**config.mk**
```make
export PLATFORM = sky130hd
export DESIGN_NAME = seg_ea_gen
export DESIGN_NICKNAME = d
export VERILOG_FILES = /design/src/rtl/seg_ea_pkg.sv /design/src/rtl/ea_disp_ext.sv /design/src/rtl/ea_offset_calc.sv /design/src/rtl/ea_seg_sel.sv /design/src/rtl/ea_out_stage.sv /design/src/rtl/seg_ea_gen.sv
export SDC_FILE = /design/constraint.sdc
export NUM_CORES = 1
export LEC_CHECK = 0
export ABC_AREA = 1
export BUFFER_PORTS_ARGS = -buffer_cell sky130_fd_sc_hd__buf_2
export CORE_UTILIZATION = 29
export DETAILED_ROUTE_END_ITERATION = 7
export PLACE_DENSITY_LB_ADDON = 0.2
export SYNTH_ARGS = -nofsm -noshare
export SYNTH_HDL_FRONTEND = slang
export SYNTH_SLANG_ARGS = --single-unit
```
**constraint.sdc**
```tcl
create_clock -name clk -period 1.2 [get_ports clk]
set_input_delay 0.06 -clock clk [delete_from_list [all_inputs] [get_ports clk]]
set_output_delay 0.06 -clock clk [all_outputs]
set_load 0.02 [all_outputs]
```
**src/rtl/seg_ea_pkg.sv**
```systemverilog
package seg_ea_pkg;

   typedef enum logic [2:0] {
      AM_DIRECT        = 3'd0,
      AM_REG_IND       = 3'd1,
      AM_BASED         = 3'd2,
      AM_INDEXED       = 3'd3,
      AM_BASE_IDX      = 3'd4,
      AM_BASE_IDX_DISP = 3'd5,
      AM_REL_SHORT     = 3'd6,
      AM_REL_NEAR      = 3'd7
   } am_mode_e;

   typedef enum logic [1:0] {
      SEG_ES = 2'd0,
      SEG_CS = 2'd1,
      SEG_SS = 2'd2,
      SEG_DS = 2'd3
   } seg_code_e;

   function automatic logic is_branch_mode(input am_mode_e m);
      return (m == AM_REL_SHORT) || (m == AM_REL_NEAR);
   endfunction

endpackage

```
**src/rtl/ea_disp_ext.sv**
```systemverilog
module ea_disp_ext #(
   parameter int OFF_W   = 16,
   parameter int SHORT_W = 8
) (
   input  logic [OFF_W-1:0] disp_raw,
   input  logic             short_en,
   output logic [OFF_W-1:0] disp_data,
   output logic [OFF_W-1:0] disp_rel
);
   localparam int EXT_W = OFF_W - SHORT_W;

   logic [OFF_W-1:0] short_ext;

   generate
      if (EXT_W > 0) begin : g_ext
         assign short_ext = {{EXT_W{disp_raw[SHORT_W-1]}}, disp_raw[SHORT_W-1:0]};
      end else begin : g_same
         assign short_ext = disp_raw;
      end
   endgenerate

   assign disp_data = short_en ? short_ext : disp_raw;
   assign disp_rel  = short_ext;

endmodule

```
**src/rtl/ea_offset_calc.sv**
```systemverilog
module ea_offset_calc
   import seg_ea_pkg::*;
#(
   parameter int OFF_W   = 16,
   parameter int SHORT_W = 8
) (
   input  logic             clk,
   input  logic             rst_n,
   input  am_mode_e         mode,
   input  logic             base_sel,
   input  logic             index_sel,
   input  logic [1:0]       rind_sel,
   input  logic [OFF_W-1:0] reg_bx,
   input  logic [OFF_W-1:0] reg_bp,
   input  logic [OFF_W-1:0] reg_si,
   input  logic [OFF_W-1:0] reg_di,
   input  logic [OFF_W-1:0] ip,
   input  logic [OFF_W-1:0] disp_raw,
   input  logic             disp_short,
   input  logic [OFF_W-1:0] disp_data,
   input  logic [OFF_W-1:0] disp_rel,
   output logic [OFF_W-1:0] off
);
   logic [OFF_W-1:0] gp_regs [4];
   logic [OFF_W-1:0] base_val, idx_val, rind_val;
   logic [OFF_W-1:0] op_a, op_b, op_c;
   logic [OFF_W-1:0] rel_diff;

   assign gp_regs[0] = reg_bx;
   assign gp_regs[1] = reg_bp;
   assign gp_regs[2] = reg_si;
   assign gp_regs[3] = reg_di;

   assign base_val = base_sel  ? reg_bp : reg_bx;
   assign idx_val  = index_sel ? reg_di : reg_si;
   assign rind_val = gp_regs[rind_sel];

   always_comb begin
      op_a = '0;
      op_b = '0;
      op_c = '0;
      unique case (mode)
         AM_DIRECT:        op_c = disp_data;
         AM_REG_IND:       op_a = rind_val;
         AM_BASED:         begin op_a = base_val; op_c = disp_data; end
         AM_INDEXED:       begin op_b = idx_val;  op_c = disp_data; end
         AM_BASE_IDX:      begin op_a = base_val; op_b = idx_val;   end
         AM_BASE_IDX_DISP: begin op_a = base_val; op_b = idx_val; op_c = disp_data; end
         AM_REL_SHORT:     begin op_a = ip; op_c = disp_rel; end
         AM_REL_NEAR:      begin op_a = ip; op_c = disp_raw; end
         default:          op_a = '0;
      endcase
   end

   // three-input sum, wrapping at the offset width
   assign off = op_a + op_b + op_c;

   assign rel_diff = off - ip;

   assert_direct_R1: assert property (@(posedge clk) disable iff (!rst_n)
      (mode == AM_DIRECT && !disp_short) |-> (off == disp_raw));

   assert_rel_range_R7: assert property (@(posedge clk) disable iff (!rst_n)
      (mode == AM_REL_SHORT) |->
         ((rel_diff[OFF_W-1:SHORT_W-1] == '0) || (rel_diff[OFF_W-1:SHORT_W-1] == '1)));

   assert_rind_R2: assert property (@(posedge clk) disable iff (!rst_n)
      (mode == AM_REG_IND && rind_sel == 2'd3) |-> (off == reg_di));

endmodule

```
**src/rtl/ea_seg_sel.sv**
```systemverilog
module ea_seg_sel
   import seg_ea_pkg::*;
#(
   parameter int SEG_W = 16
) (
   input  logic             clk,
   input  logic             rst_n,
   input  am_mode_e         mode,
   input  logic             base_sel,
   input  logic [1:0]       rind_sel,
   input  logic             ovr_en,
   input  logic [1:0]       ovr_seg,
   input  logic [SEG_W-1:0] seg_es,
   input  logic [SEG_W-1:0] seg_cs,
   input  logic [SEG_W-1:0] seg_ss,
   input  logic [SEG_W-1:0] seg_ds,
   output seg_code_e        code,
   output logic [SEG_W-1:0] seg_val
);
   logic [SEG_W-1:0] seg_bank [4];
   logic             bp_used;

   assign seg_bank[SEG_ES] = seg_es;
   assign seg_bank[SEG_CS] = seg_cs;
   assign seg_bank[SEG_SS] = seg_ss;
   assign seg_bank[SEG_DS] = seg_ds;

   always_comb begin
      unique case (mode)
         AM_BASED, AM_BASE_IDX, AM_BASE_IDX_DISP: bp_used = base_sel;
         AM_REG_IND:                              bp_used = (rind_sel == 2'd1);
         default:                                 bp_used = 1'b0;
      endcase
   end

   always_comb begin
      if (is_branch_mode(mode))
         code = SEG_CS;
      else if (ovr_en)
         code = seg_code_e'(ovr_seg);
      else if (bp_used)
         code = SEG_SS;
      else
         code = SEG_DS;
   end

   assign seg_val = seg_bank[code];

   assert_branch_cs_R9: assert property (@(posedge clk) disable iff (!rst_n)
      (mode == AM_REL_SHORT || mode == AM_REL_NEAR) |-> (code == SEG_CS));

   assert_bp_stack_R9: assert property (@(posedge clk) disable iff (!rst_n)
      (!ovr_en && mode == AM_BASED && base_sel) |-> (code == SEG_SS));

   assert_override_R10: assert property (@(posedge clk) disable iff (!rst_n)
      (ovr_en && mode < AM_REL_SHORT) |-> (code == ovr_seg));

endmodule

```
**src/rtl/ea_out_stage.sv**
```systemverilog
module ea_out_stage #(
   parameter int W       = 8,
   parameter bit OUT_REG = 1'b1
) (
   input  logic         clk,
   input  logic         rst_n,
   input  logic [W-1:0] d,
   output logic [W-1:0] q
);
   generate
      if (OUT_REG) begin : g_reg
         always_ff @(posedge clk or negedge rst_n) begin
            if (!rst_n) q <= '0;
            else        q <= d;
         end

         assert_latency_R12: assert property (@(posedge clk) disable iff (!rst_n)
            rst_n |=> (q == $past(d)));
      end else begin : g_comb
         assign q = d;
      end
   endgenerate

endmodule

```
**src/rtl/seg_ea_gen.sv**
```systemverilog
module seg_ea_gen
   import seg_ea_pkg::*;
#(
   parameter int OFF_W     = 16,
   parameter int SHORT_W   = 8,
   parameter int SEG_SHIFT = 4,
   parameter bit OUT_REG   = 1'b1
) (
   input  logic                         clk,
   input  logic                         rst_n,
   input  logic [2:0]                   mode,
   input  logic                         base_sel,
   input  logic                         index_sel,
   input  logic [1:0]                   rind_sel,
   input  logic [OFF_W-1:0]             disp,
   input  logic                         disp_short,
   input  logic [OFF_W-1:0]             reg_bx,
   input  logic [OFF_W-1:0]             reg_bp,
   input  logic [OFF_W-1:0]             reg_si,
   input  logic [OFF_W-1:0]             reg_di,
   input  logic [OFF_W-1:0]             ip,
   input  logic [OFF_W-1:0]             seg_es,
   input  logic [OFF_W-1:0]             seg_cs,
   input  logic [OFF_W-1:0]             seg_ss,
   input  logic [OFF_W-1:0]             seg_ds,
   input  logic                         ovr_en,
   input  logic [1:0]                   ovr_seg,
   output logic [OFF_W-1:0]             eff_off,
   output logic [1:0]                   seg_code,
   output logic [OFF_W+SEG_SHIFT-1:0]   phys_addr
);
   localparam int PA_W  = OFF_W + SEG_SHIFT;
   localparam int OUT_W = OFF_W + 2 + PA_W;

   generate
      if (SHORT_W < 2 || SHORT_W > OFF_W) begin : g_bad_short
         $error("seg_ea_gen: SHORT_W must lie in 2..OFF_W");
      end
      if (SEG_SHIFT < 1) begin : g_bad_shift
         $error("seg_ea_gen: SEG_SHIFT must be positive");
      end
   endgenerate

   am_mode_e         mode_e;
   logic [OFF_W-1:0] disp_data, disp_rel, off_c, seg_val;
   seg_code_e        code_c;
   logic [PA_W-1:0]  phys_c;
   logic [OUT_W-1:0] pack_d, pack_q;

   assign mode_e = am_mode_e'(mode);

   ea_disp_ext #(.OFF_W(OFF_W), .SHORT_W(SHORT_W)) u_disp (
      .disp_raw  (disp),
      .short_en  (disp_short),
      .disp_data (disp_data),
      .disp_rel  (disp_rel)
   );

   ea_offset_calc #(.OFF_W(OFF_W), .SHORT_W(SHORT_W)) u_off (
      .clk        (clk),
      .rst_n      (rst_n),
      .mode       (mode_e),
      .base_sel   (base_sel),
      .index_sel  (index_sel),
      .rind_sel   (rind_sel),
      .reg_bx     (reg_bx),
      .reg_bp     (reg_bp),
      .reg_si     (reg_si),
      .reg_di     (reg_di),
      .ip         (ip),
      .disp_raw   (disp),
      .disp_short (disp_short),
      .disp_data  (disp_data),
      .disp_rel   (disp_rel),
      .off        (off_c)
   );

   ea_seg_sel #(.SEG_W(OFF_W)) u_seg (
      .clk      (clk),
      .rst_n    (rst_n),
      .mode     (mode_e),
      .base_sel (base_sel),
      .rind_sel (rind_sel),
      .ovr_en   (ovr_en),
      .ovr_seg  (ovr_seg),
      .seg_es   (seg_es),
      .seg_cs   (seg_cs),
      .seg_ss   (seg_ss),
      .seg_ds   (seg_ds),
      .code     (code_c),
      .seg_val  (seg_val)
   );

   // shifted segment plus zero-extended offset, wrapping at PA_W bits
   assign phys_c = {seg_val, {SEG_SHIFT{1'b0}}} + {{SEG_SHIFT{1'b0}}, off_c};

   assign pack_d = {off_c, code_c, phys_c};

   ea_out_stage #(.W(OUT_W), .OUT_REG(OUT_REG)) u_out (
      .clk   (clk),
      .rst_n (rst_n),
      .d     (pack_d),
      .q     (pack_q)
   );

   assign eff_off   = pack_q[OUT_W-1 -: OFF_W];
   assign seg_code  = pack_q[PA_W+1 -: 2];
   assign phys_addr = pack_q[PA_W-1:0];

   assert_phys_low_R11: assert property (@(posedge clk) disable iff (!rst_n)
      phys_c[SEG_SHIFT-1:0] == off_c[SEG_SHIFT-1:0]);

endmodule

```
[Word level (Yosys, flattened, before mapping)]
Index checks and enable logic that the tools add are counted.
W data, S select, Z words.
Operators by class
  add/subtract/negate cells: 3
  magnitude comparators: 2
  equality and inequality tests: 8
  multiplexer cells: 16
  bitwise gates (word level): 2
  reductions and logical operators: 6
Operators with widths (number)
  $mux W16: 8
  $pmux W16 S3: 2
  $bmux W16 S2: 2
  $add A16 B16 Y16: 2
  $add A20 B16 Y20: 1
  $eq A3 B3 Y1 const B: 4
  $eq A3 B2 Y1 const B: 2
  $ge A3 B3 Y1 const B: 2
  $not A2 Y3: 2
  $reduce_or A3 Y1: 2
  $mux W2: 2
  $reduce_or A4 Y1: 1
  $eq A3 B1 Y1 const B: 1
  $logic_not A3 Y1: 1
  $eq A2 B1 Y1 const B: 1
  $pmux W1 S2: 1
  $reduce_or A2 Y1: 1
  $logic_or A1 B1 Y1: 1
  $mux W1: 1
Storage, ports and cells
  register bits: 38
  word-level logic and storage cells: 38

[Longest topological paths before layout]
Gate-level depths: netlist (run 1).
  depth after elaboration: 11
  mapped depth: 31

[Hierarchy]
Synthesis (run 1) repeated with hierarchy kept, for this count alone.
Second synthesis, totals
  cells, all modules: 906
  area total of the unflattened synthesis: 5574.1 um^2
Modules (own cells, without submodules)
  ea_offset_calc: instances 1, cells each 457, area each 2603.7 um^2
  ea_out_stage: instances 1, cells each 38, area each 950.9 um^2
  ea_seg_sel: instances 1, cells each 205, area each 927.1 um^2
  seg_ea_gen: instances 1, cells each 164, area each 842.1 um^2
  ea_disp_ext: instances 1, cells each 42, area each 250.2 um^2

[Least setup slack after synthesis (run 1)]
Ideal clock, no wire load.
  path type: input -> register
  from: input port rind_sel[1]
  to: register u_out.q[16]
  library setup time: 125 ps
  arrival: 4135 ps
  required time: 1075 ps
  path slack: -3060 ps
  stages: 28
  path buffers: 2
  path through: buf_2 -> inv_2 -> clkbuf_1 -> a21oi_1 -> o21ai_0 -> a21oi_1 -> a221oi_1 -> fa_1 -> inv_1 -> ha_1 -> inv_1 -> fa_1 -> inv_1 -> nand3_1 -> nand2_1 -> a31oi_1 -> xnor2_1 -> ha_1 -> a21oi_1 -> nand2_1 -> a21o_1 -> a21oi_1 -> nor2_1 -> nand3_1 -> nand3_1 -> nand3_1 -> nand2_1 -> xor2_1
Between the ends
  elaborated cells between the ends (all ways): 17
  classes of those cells: 3 x add/sub; 1 x eq/ne; 11 x mux; 2 x bitwise
RTL lines
  from (decl): RTL line seg_ea_gen.sv:14  | input logic [1:0] rind_sel,
  $not A2 Y3 (implied by the code): RTL line ea_offset_calc.sv:36  | assign rind_val = gp_regs[rind_sel];
  $bmux W16 S2: RTL line ea_offset_calc.sv:36
  $mux W16 (implied by the code) (2 in a row): RTL line ea_offset_calc.sv:36
  $pmux W16 S3: RTL line ea_offset_calc.sv:42  | unique case (mode)
  $add A16 B16 Y16 (2 in a row): RTL line ea_offset_calc.sv:56  | assign off = op_a + op_b + op_c;
  named net off_c[7]: RTL line seg_ea_gen.sv:45  | logic [OFF_W-1:0] disp_data, disp_rel, off_c, seg_val;
  $add A20 B16 Y20: RTL line seg_ea_gen.sv:95  | assign phys_c = {seg_val, {SEG_SHIFT{1'b0}}} + {{SEG_SHIFT{1'b0}}, off_c};
  named net phys_c[16]: RTL line seg_ea_gen.sv:47  | logic [PA_W-1:0] phys_c;
  to (signal assigned): RTL line ea_out_stage.sv:13  | if (!rst_n) q <= '0;
  to (signal assigned): RTL line ea_out_stage.sv:14  | else q <= d;
  to (decl): RTL line ea_out_stage.sv:8  | output logic [W-1:0] q
The timed path passes the listed nets, and every way through them passes these cells. The select of a mux whose other input is x is not followed.

[Worst setup path after layout (run 1)]
  from: input port rind_sel[0]
  to: register u_out.q[16]
The elaborated chain is that of the path after synthesis.

==> results of run 1 <==
==> area by class of cell <==
cell class                      instances  area, µm²  area share
Clock buffer                            7        143      0.0155
Tap cell                              220        275      0.0299
Timing Repair Buffer                  404       2830       0.307
Clock inverter                          1       5.00    0.000543
Sequential cell                        34        851      0.0923
Inverter                              128        529      0.0574
Multi-Input combinational cell        572       4590       0.498
==> power groups by stage <==
stage | Clock, µW | Sequential (µW) | Combinational, µW
after floorplan | 0 | 2550 | 3790
after global placement | 0 | 1880 | 7530
after detailed placement | 0 | 1880 | 7560
after CTS | 1310 | 1860 | 8860
after global routing | 1370 | 1890 | 11200
final | 1280 | 1840 | 10300
==> path summary, 6_finish.rpt <==
| path | start | to | slack, ns | cells after the start |
|---|---|---|---|---|
| setup / recovery | rind_sel[0] | u_out.q[16] | -2.42 | 28 |
| hold / removal | seg_ds[15] | u_out.q[19] | 0.22 | 5 |
| max in group asynchronous | rst_n | u_out.q[7] | 0.52 | 3 |
| min in group asynchronous | rst_n | u_out.q[17] | 0.25 | 2 |
==> metrics by stage <==
step | std cells | setup WS, ns | hold slack [ns]
2_1_floorplan | 769 | -2.55 | -0.236
3_3_place_gp | 1306 | -2.89 | 0.0134
3_5_place_dp | 1306 | -3.02 | 0.0179
4_1_cts | 1349 | -2.38 | 0.208
5_1_grt | 1366 | -2.62 | 0.273
6_report | 1366 | -2.42 | 0.222
==> per-layer routing <==
metal	GRT usage	vias up	share of wire
li1	-	3288	-
met1	0.259	2874	0.43
met3	0.0285	17	0.059
met5	0	-	0
met4	0.0364	0	0.0098
met2	0.369	220	0.50
==> worst max-delay path, cell delays in order <==
cell	delay, ns
buf_12	0.11
inv_12	0.08
buf_8	0.11
a21oi_2	0.04
o21ai_1	0.09
a21oi_2	0.08
a221oi_4	0.22
fa_1	0.47
inv_2	0.09
ha_4	0.15
inv_4	0.04
fa_2	0.37
inv_2	0.08
nand3_2	0.08
nand2_4	0.12
a31oi_4	0.09
xnor2_2	0.20
ha_4	0.24
a21oi_2	0.12
nand2_1	0.07
a21o_1	0.17
a21oi_2	0.14
nor2_1	0.06
nand3_1	0.11
nand3_2	0.10
nand3_2	0.09
nand2_4	0.06
xor2_1	0.14
==> cells in the final DEF (no fill, tap or decap), types with 22 or more instances in the layout <==
cell     synthesis  layout
buf_6            2      24
nand3_1         51      34
o21ai_0         87      72
a21oi_2          2      22
dfrtp_1         34      34
buf_2            5     204
nand2_1        169     128
nand2_2          9      37
buf_4            5     159
inv_1          124     106
nor2_1          44      30
a21oi_1         59      30
==> kinds of logic after synthesis <==
logic type | synth area share
simple gates | 0.292
compound gates | 0.229
buf+inv | 0.135
fa+ha+maj | 0.133
flops | 0.173
xor+xnor | 0.0392
==> timing repair <==
| action | CTS | global route |
|---|---|---|
| cloned | 3 | 0 |
| pin swaps | 68 | 69 |
| setup buffers | 37 | 26 |
| hold buffers | 1 | 0 |
| endpoints found under the hold margin | 14 | 0 |
| endpoints found under the setup margin | 34 | 34 |
| resized for setup | 145 | 124 |
==> impl_metrics.ini, run 1 <==
[synthesis]
yosysMostFrequentCell = nand2_1
synth_top_area_share = 0.173
ys.flop_type = dfrtp_1
ys_async_sr_fraction = 1.00
synthCells = 769
synth-seq-cells = 34
syn_area_um2 = 4920
synthTopCellsByCount = nand2_1, inv_1, o21ai_0, a21oi_1, nand3_1
yosysWarningCount = 0
syn_nets = 984
yosysSeqAreaShare = 0.173
syn_avg_cell_area_um2 = 6.40
synthTopCellsByArea = dfrtp_1, nand2_1, inv_1
synth_top_cell_by_area = dfrtp_1
yosysUniqueCellTypes = 39
synth_edf_count = 0

[pwr]
p_leak_uw = 0.00469
power.total_uw = 13500
power.share.sequential = 0.137
p_int_uw = 7560
powerDensity_nw_per_um2 = 1460
netSwitchingFraction = 0.438
ir_worst_vdd_uv = 1040
p_sw_uw = 5890
p_comb_frac = 0.768
p_clk_frac = 0.095

[grt]
grt_pass1_vias = 6194
grt_max_degree = 30
antenna_found_initial = 1
overflow = 0
grt_pass1_wl_um = 29300
track_usage = 0.204

[clocking]
cts.path.max_buffers = 2
cts_made_buffers = 5
clk_pin_slew_worst_paths_ns = 0.05
clock-root-buffer = clkbuf_16
cts-htree-levels = 2
cts_tree = done
cts_sinks = 34

[route]
avgRoutedWirePerCell_um = 13.8
detail-route-antenna-nets = 0
vias = 6399
drc = 0
viasPerCell = 4.68
drtIter0Drc = 258
routed_wl_um = 18800
firstDrtPassIters = 4

[place]
io_buffers = 210
gp_congestion = 0.911
place_hpwl_um = 14800
dpl_cell_area_um2 = 7430

[critical_path]
startpoint_type = input pin
critPathRequiredTime_ns = 1.36
crit_fanout = 6
path_class = input pin to flip-flop
crit_arrival_ns = 3.78
crit_path_end_kind = flip-flop

[sta]
drv_slew = 0
rsz0062_at_grt = yes
timing.final.hold_violations = 0
period_minus_slack_ns = 3.62
finalSetupTns_ns = -51.18
fin_ws_ns = -2.42
max_freq_mhz = 276
setup_viol = 32
min_period_over_period = 3.02
worstMarginPinSlew_ns = 0.398
slew_headroom = 0.732

[floorplan]
die_x_um = 132
core_area_um2 = 16600
initial_core_util = 0.297
die_area_um2 = 17500
ios = 211
rows = 47
die_height_um = 132

[finish]
antennaDiodeCount = 0
largest_reg_flops = 34
utilization = 0.556
fin_nets = 1360
area_growth_pct = 87.4
fillers = 1555
drive_above_1_share = 0.541
top_regs = u_out.q x34
top_register = u_out.q
final_area_um2 = 9220

[worst_hold_path]
hold_path.class = input pin to flip-flop

[run]
drv_cap = 0

[outcome]
violations = negative setup slack
status = finished, violations left
No activity file was read; power rests on OpenSTA's default activity.
==> inputs of run 2 (changes only) <==
--- a/config.mk
+++ b/config.mk
@@ -9,7 +9,9 @@
 export BUFFER_PORTS_ARGS = -buffer_cell sky130_fd_sc_hd__buf_2
 export CORE_UTILIZATION = 29
 export DETAILED_ROUTE_END_ITERATION = 7
+export HOLD_SLACK_MARGIN = 0.1
 export PLACE_DENSITY_LB_ADDON = 0.2
 export SYNTH_ARGS = -nofsm -noshare
 export SYNTH_HDL_FRONTEND = slang
+export SYNTH_HIERARCHICAL = 1
 export SYNTH_SLANG_ARGS = --single-unit
==> impl_metrics.ini, run 2 <==
[synthesis]
synth_edf_count = 0
synthTopCellsByCount = nand2_1, inv_1, nand3_1, a21oi_1, o21ai_0
syn_nets = 1122
synth_top_cell_by_area = dfrtp_1
ys_async_sr_fraction = 1.00
syn_area_um2 = 5570
yosysUniqueCellTypes = 39
yosysMostFrequentCell = nand2_1
synth-seq-cells = 38
syn_avg_cell_area_um2 = 6.15
synthTopCellsByArea = dfrtp_1, nand2_1, inv_1
synthCells = 906
yosysWarningCount = 6
yosysSeqAreaShare = 0.171
ys.flop_type = dfrtp_1
synth_top_area_share = 0.171

[place]
dp_cells = 1413
gp_congestion = 0.851
place_hpwl_um = 16100
io_buffers = 210

[pwr]
power.share.sequential = 0.146
p_sw_uw = 6100
p_comb_frac = 0.728
ir_worst_vdd_uv = 876
p_clk_frac = 0.126
powerDensity_nw_per_um2 = 1500
netSwitchingFraction = 0.440
p_leak_uw = 0.00502
p_int_uw = 7760

[finish]
multiInputGateArea_um2 = 4500
drive_above_1_share = 0.463
fin_nets = 1435
antennaDiodeCount = 0
mostFrequentLayoutCells = buf_2, nand2_1, inv_1, buf_4, nand3_1
top_register = u_out/q
utilization = 0.493
final_cells = 1454
largest_reg_flops = 38
layout_commonest_cell = buf_2
top_regs = u_out/q x38
area_growth_pct = 66.0
fillers = 1922
regArea_um2 = 951

[sta]
period_minus_slack_ns = 3.32
setup_viol = 36
timing.final.hold_violations = 0
min_period_over_period = 2.77
drv_slew = 0
holdWs_ns = 0.280
fin_ws_ns = -2.12
max_freq_mhz = 301
rsz0062_at_grt = yes
worstMarginPinSlew_ns = 0.408
slew_headroom = 0.725

[outcome]
violations = negative setup slack
status = finished, violations left

[critical_path]
crit_arrival_ns = 3.49
crit_fanout = 6
crit_family = adder cells
critPathRequiredTime_ns = 1.37
crit_path_end_kind = flip-flop
cp_slowest_cell = fa_1
path_class = input pin to flip-flop
startpoint_type = input pin
cpPeakStageDelay_ns = 0.42
cp.buffers_inverters = 8

[route]
firstDrtPassIters = 5
viasPerCell = 4.67
vias = 6783
wl_met1_um = 8980
wl_met3_um = 652
detail-route-antenna-nets = 0
drtIter0Drc = 309
routed_wl_um = 19700
maxUsedRoutingLayer = met4
met2WireLength_um = 9560
drc = 0
avgRoutedWirePerCell_um = 13.6

[floorplan]
die_area_um2 = 19800
core_area_um2 = 18800
ios = 211
die_height_um = 141
initial_core_util = 0.297
rows = 50
die_x_um = 141

[clocking]
clock-root-buffer = clkbuf_16
cts.path.max_buffers = 2
cts-htree-levels = 2
cts_made_buffers = 5
cts_tree = done
clk_pin_slew_worst_paths_ns = 0.06
cts_sinks = 38

[grt]
track_usage = 0.196
antenna_found_initial = 0
grt_pass1_vias = 6429
overflow = 0
grt_pass1_wl_um = 30900
grt_max_degree = 39

[run]
drv_cap = 0

[worst_hold_path]
hold_path.class = input pin to async pin
## run 2: changes by cell type after synthesis, moves of 17 or more
cell,before,now
nand3_1,51,89
a221oi_1,22,5
buf_4,5,26
a21oi_1,59,78
inv_1,124,175
nand2_1,169,233
o21ai_0,87,67
## run 2: metal layers
metal,up-vias,GRT usage
met5,-,0
met4,0,0.0635
met3,38,0.0112
met2,178,0.339
met1,3084,0.260
li1,3483,-
## run 2: metrics by stage
stage	setup slack, ns	cell area [µm²]	TNS (ns)	total power (µW)
6_report	-2.12	9250	-50.69	13900
5_1_grt	-2.34	9250	-55.01	15000
4_1_cts	-2.18	8740	-50.02	12800
3_5_place_dp	-2.69	7940	-67.15	10100
3_3_place_gp	-2.65	7940	-65.73	10100
2_1_floorplan	-2.00	5990	-44.29	7010
## run 2: worst max path at each step
| stage | start | endpoint | slack, ns | cells past startpoint |
|---|---|---|---|---|
| 4_1_cts | mode[1] | u_out/q[18] | -2.18 | 26 |
| 6_report | mode[1] | u_out/q[18] | -2.12 | 26 |
| 5_1_grt | mode[1] | u_out/q[18] | -2.34 | 26 |
| 3_5_place_dp | mode[2] | u_out/q[18] | -2.69 | 24 |
| 3_3_place_gp | mode[2] | u_out/q[18] | -2.65 | 23 |
| 2_1_floorplan | rind_sel[1] | u_out/q[17] | -2.00 | 25 |
## run 2: logic make-up (layout without fill, tap and decap cells)
| kind of cell | count (synthesis) | in the layout | share of synthesized area |
|---|---|---|---|
| xor+xnor | 18 | 18 | 0.0283 |
| fa+ha+maj | 43 | 43 | 0.119 |
| compound gates | 184 | 184 | 0.198 |
| buf+inv | 245 | 559 | 0.191 |
| simple gates | 378 | 378 | 0.293 |
| flops | 38 | 38 | 0.171 |
## run 2: cell type report
class / count / area share
sequential: 38 / 0.103
tap: 234 / 0.0316
multi-input combinational: 623 / 0.486
inverter: 188 / 0.0811
clock buffer: 6 / 0.0150
timing repair buffer: 361 / 0.275
clock inverter: 2 / 0.00649
timing repair inverter: 2 / 0.00189
## run 2: repair_timing
item | in CTS | in global routing
endpoints found under the setup margin | 36 | 36
buffers inserted | 16 | 15
hold endpoints to repair | 38 | 0
resized for setup | 99 | 87
pin swaps | 47 | 68
hold buffers | 1 | 0
cloned | 2 | 2
## run 2: power by group through the flow
stage | clock network (µW) | registers, µW | logic [µW]
CTS | 1810 | 2040 | 8980
global route | 1880 | 2080 | 11100
global placement | 0 | 2060 | 8030
floorplan | 0 | 2810 | 4210
finish | 1750 | 2020 | 10100
detailed placement | 0 | 2060 | 8080
## run 2: worst min-delay path, stage by stage
cell           delay [ns]
dlygate4sd3_1        0.53
buf_2                0.12
buf_12               0.22
==> inputs of run 3 (changes only) <==
==> constraint.sdc (replaced) <==
create_clock -name clk -period 4.06 [get_ports clk]
set_input_delay 0.203 -clock clk [delete_from_list [all_inputs] [get_ports clk]]
set_output_delay 0.203 -clock clk [all_outputs]
set_load 0.02 [all_outputs]
==> impl_metrics.ini, run 3 (same netlist as run 2, synthesis figures left out) <==
[critical_path]
crit_fanout = 10
crit_arrival_ns = 3.96
crit_family = adder cells
crit_path_end_kind = flip-flop
cp.buffers_inverters = 6
cp_slowest_cell = fa_1
startpoint_type = input pin
cpPeakStageDelay_ns = 0.46
cpMostUsedCell = nand2_1
path_class = input pin to flip-flop
critPathRequiredTime_ns = 4.23

[floorplan]
ios = 211
core_area_um2 = 18800
initial_core_util = 0.297
die_height_um = 141
die_x_um = 141
die_area_um2 = 19800
rows = 50

[worst_hold_path]
min_from = disp[0]
holdPathEnd = u_out/q[22]
worstHoldPathCells = 4
hold_path.class = input pin to flip-flop

[finish]
largest_reg_flops = 38
top_regs = u_out/q x38
mostFrequentLayoutCells = nand2_1, buf_2, inv_1, nand3_1, a21oi_1
layout_commonest_cell = nand2_1
final_area_um2 = 7360
utilization = 0.392
drive_above_1_share = 0.302
area_growth_pct = 32.0
top_register = u_out/q
fin_nets = 1351

[pwr]
ir_worst_vdd_uv = 219
p_leak_uw = 0.00434
p_clk_frac = 0.135
p_comb_frac = 0.679
netSwitchingFraction = 0.460
power.total_uw = 3200
p_sw_uw = 1470
powerDensity_nw_per_um2 = 435
power.share.sequential = 0.187
p_int_uw = 1730

[place]
gp_congestion = 0.890
place_hpwl_um = 15500
io_buffers = 210
dpl_cell_area_um2 = 7090

[grt]
antenna_found_initial = 1
grt_pass1_wl_um = 28800
grt_pass1_vias = 5853
overflow = 0
track_usage = 0.184
grt_max_degree = 41

[clocking]
cts_made_buffers = 5
cts_post_setup_buffers_inserted = 0
clk_pin_slew_worst_paths_ns = 0.05
cts_sinks = 38
cts_tree = done
cts-htree-levels = 2
cts.path.max_buffers = 2
clock-root-buffer = clkbuf_16

[sta]
setup_viol = 0
finalSetupTns_ns = 0
drv_slew = 0
slew_headroom = 0.450
worstMarginPinSlew_ns = 0.825
max_freq_mhz = 264
rsz0062_at_grt = no
period_minus_slack_ns = 3.79
min_period_over_period = 0.933
timing.final.hold_violations = 0

[route]
drc = 0
vias = 6289
firstDrtPassIters = 4
drtIter0Drc = 273
routed_wl_um = 18000
avgRoutedWirePerCell_um = 13.2
viasPerCell = 4.59
detail-route-antenna-nets = 0

[outcome]
status = finished clean

[run]
drv_cap = 0
[run 3: cell types whose count changed in the layout (fill, tap and decap cells not counted), moves of 12 or more]
| cell | delta |
|---|---|
| inv_1 | +18 |
| buf_6 | -19 |
| buf_12 | -12 |
| a21oi_2 | -22 |
| ha_1 | +18 |
| buf_4 | -49 |
| inv_2 | -13 |
| o21ai_0 | +14 |
| a21oi_1 | +29 |
| nand2_2 | -23 |
| nand2_1 | +33 |
| ha_4 | -20 |
[run 3: cell type report]
| class | count | area, µm² |
|---|---|---|
| fillers | 2079 | 11400 |
| multi-input cells | 623 | 3630 |
| repair buffers | 279 | 1600 |
| flip-flops and latches | 38 | 951 |
| inverters | 188 | 708 |
| well taps | 234 | 293 |
| clock buffers | 5 | 125 |
| clock inverters | 3 | 40.0 |
| diodes | 1 | 2.50 |
[run 3: power groups by stage]
stage / clock, µW / sequential (µW) / combinational, µW
6_report: 432 / 598 / 2170
4_1_cts: 445 / 602 / 2170
2_1_floorplan: 0 / 829 / 1120
3_3_place_gp: 0 / 611 / 2160
3_5_place_dp: 0 / 608 / 2160
5_1_grt: 463 / 616 / 2440
[run 3: repair_timing]
item / in CTS / in global routing
endpoints found under the hold margin: 38 / 0
setup endpoints to repair: 0 / 12
resized for setup: 0 / 23
hold buffers: 1 / 0
[run 3: how the worst max path moves through the flow]
stage,to,depth (start not counted),slack [ns],startpoint
floorplan,u_out/q[19],25,0.33,rind_sel[1]
global placement,u_out/q[18],23,-0.19,mode[2]
detailed placement,u_out/q[18],23,-0.18,mode[2]
CTS,u_out/q[18],23,0.11,mode[2]
global route,u_out/q[18],27,0.0005,rind_sel[1]
finish,u_out/q[18],25,0.27,rind_sel[1]
[run 3: routing by layer]
metal | routed length, µm | GRT usage | up-vias
met5 | 0 | 0 | -
met4 | 246 | 0.0435 | 0
met3 | 702 | 0.0180 | 14
met2 | 8580 | 0.317 | 162
met1 | 8510 | 0.246 | 2800
li1 | - | - | 3313
[run 3: per-stage QoR]
step	cells	worst slack, ns	hold slack [ns]
floorplan	906	0.327	-0.0926
global placement	1361	-0.186	0.364
detailed placement	1361	-0.183	0.357
CTS	1370	0.109	0.397
global route	1371	0.000513	0.438
finish	1371	0.273	0.395
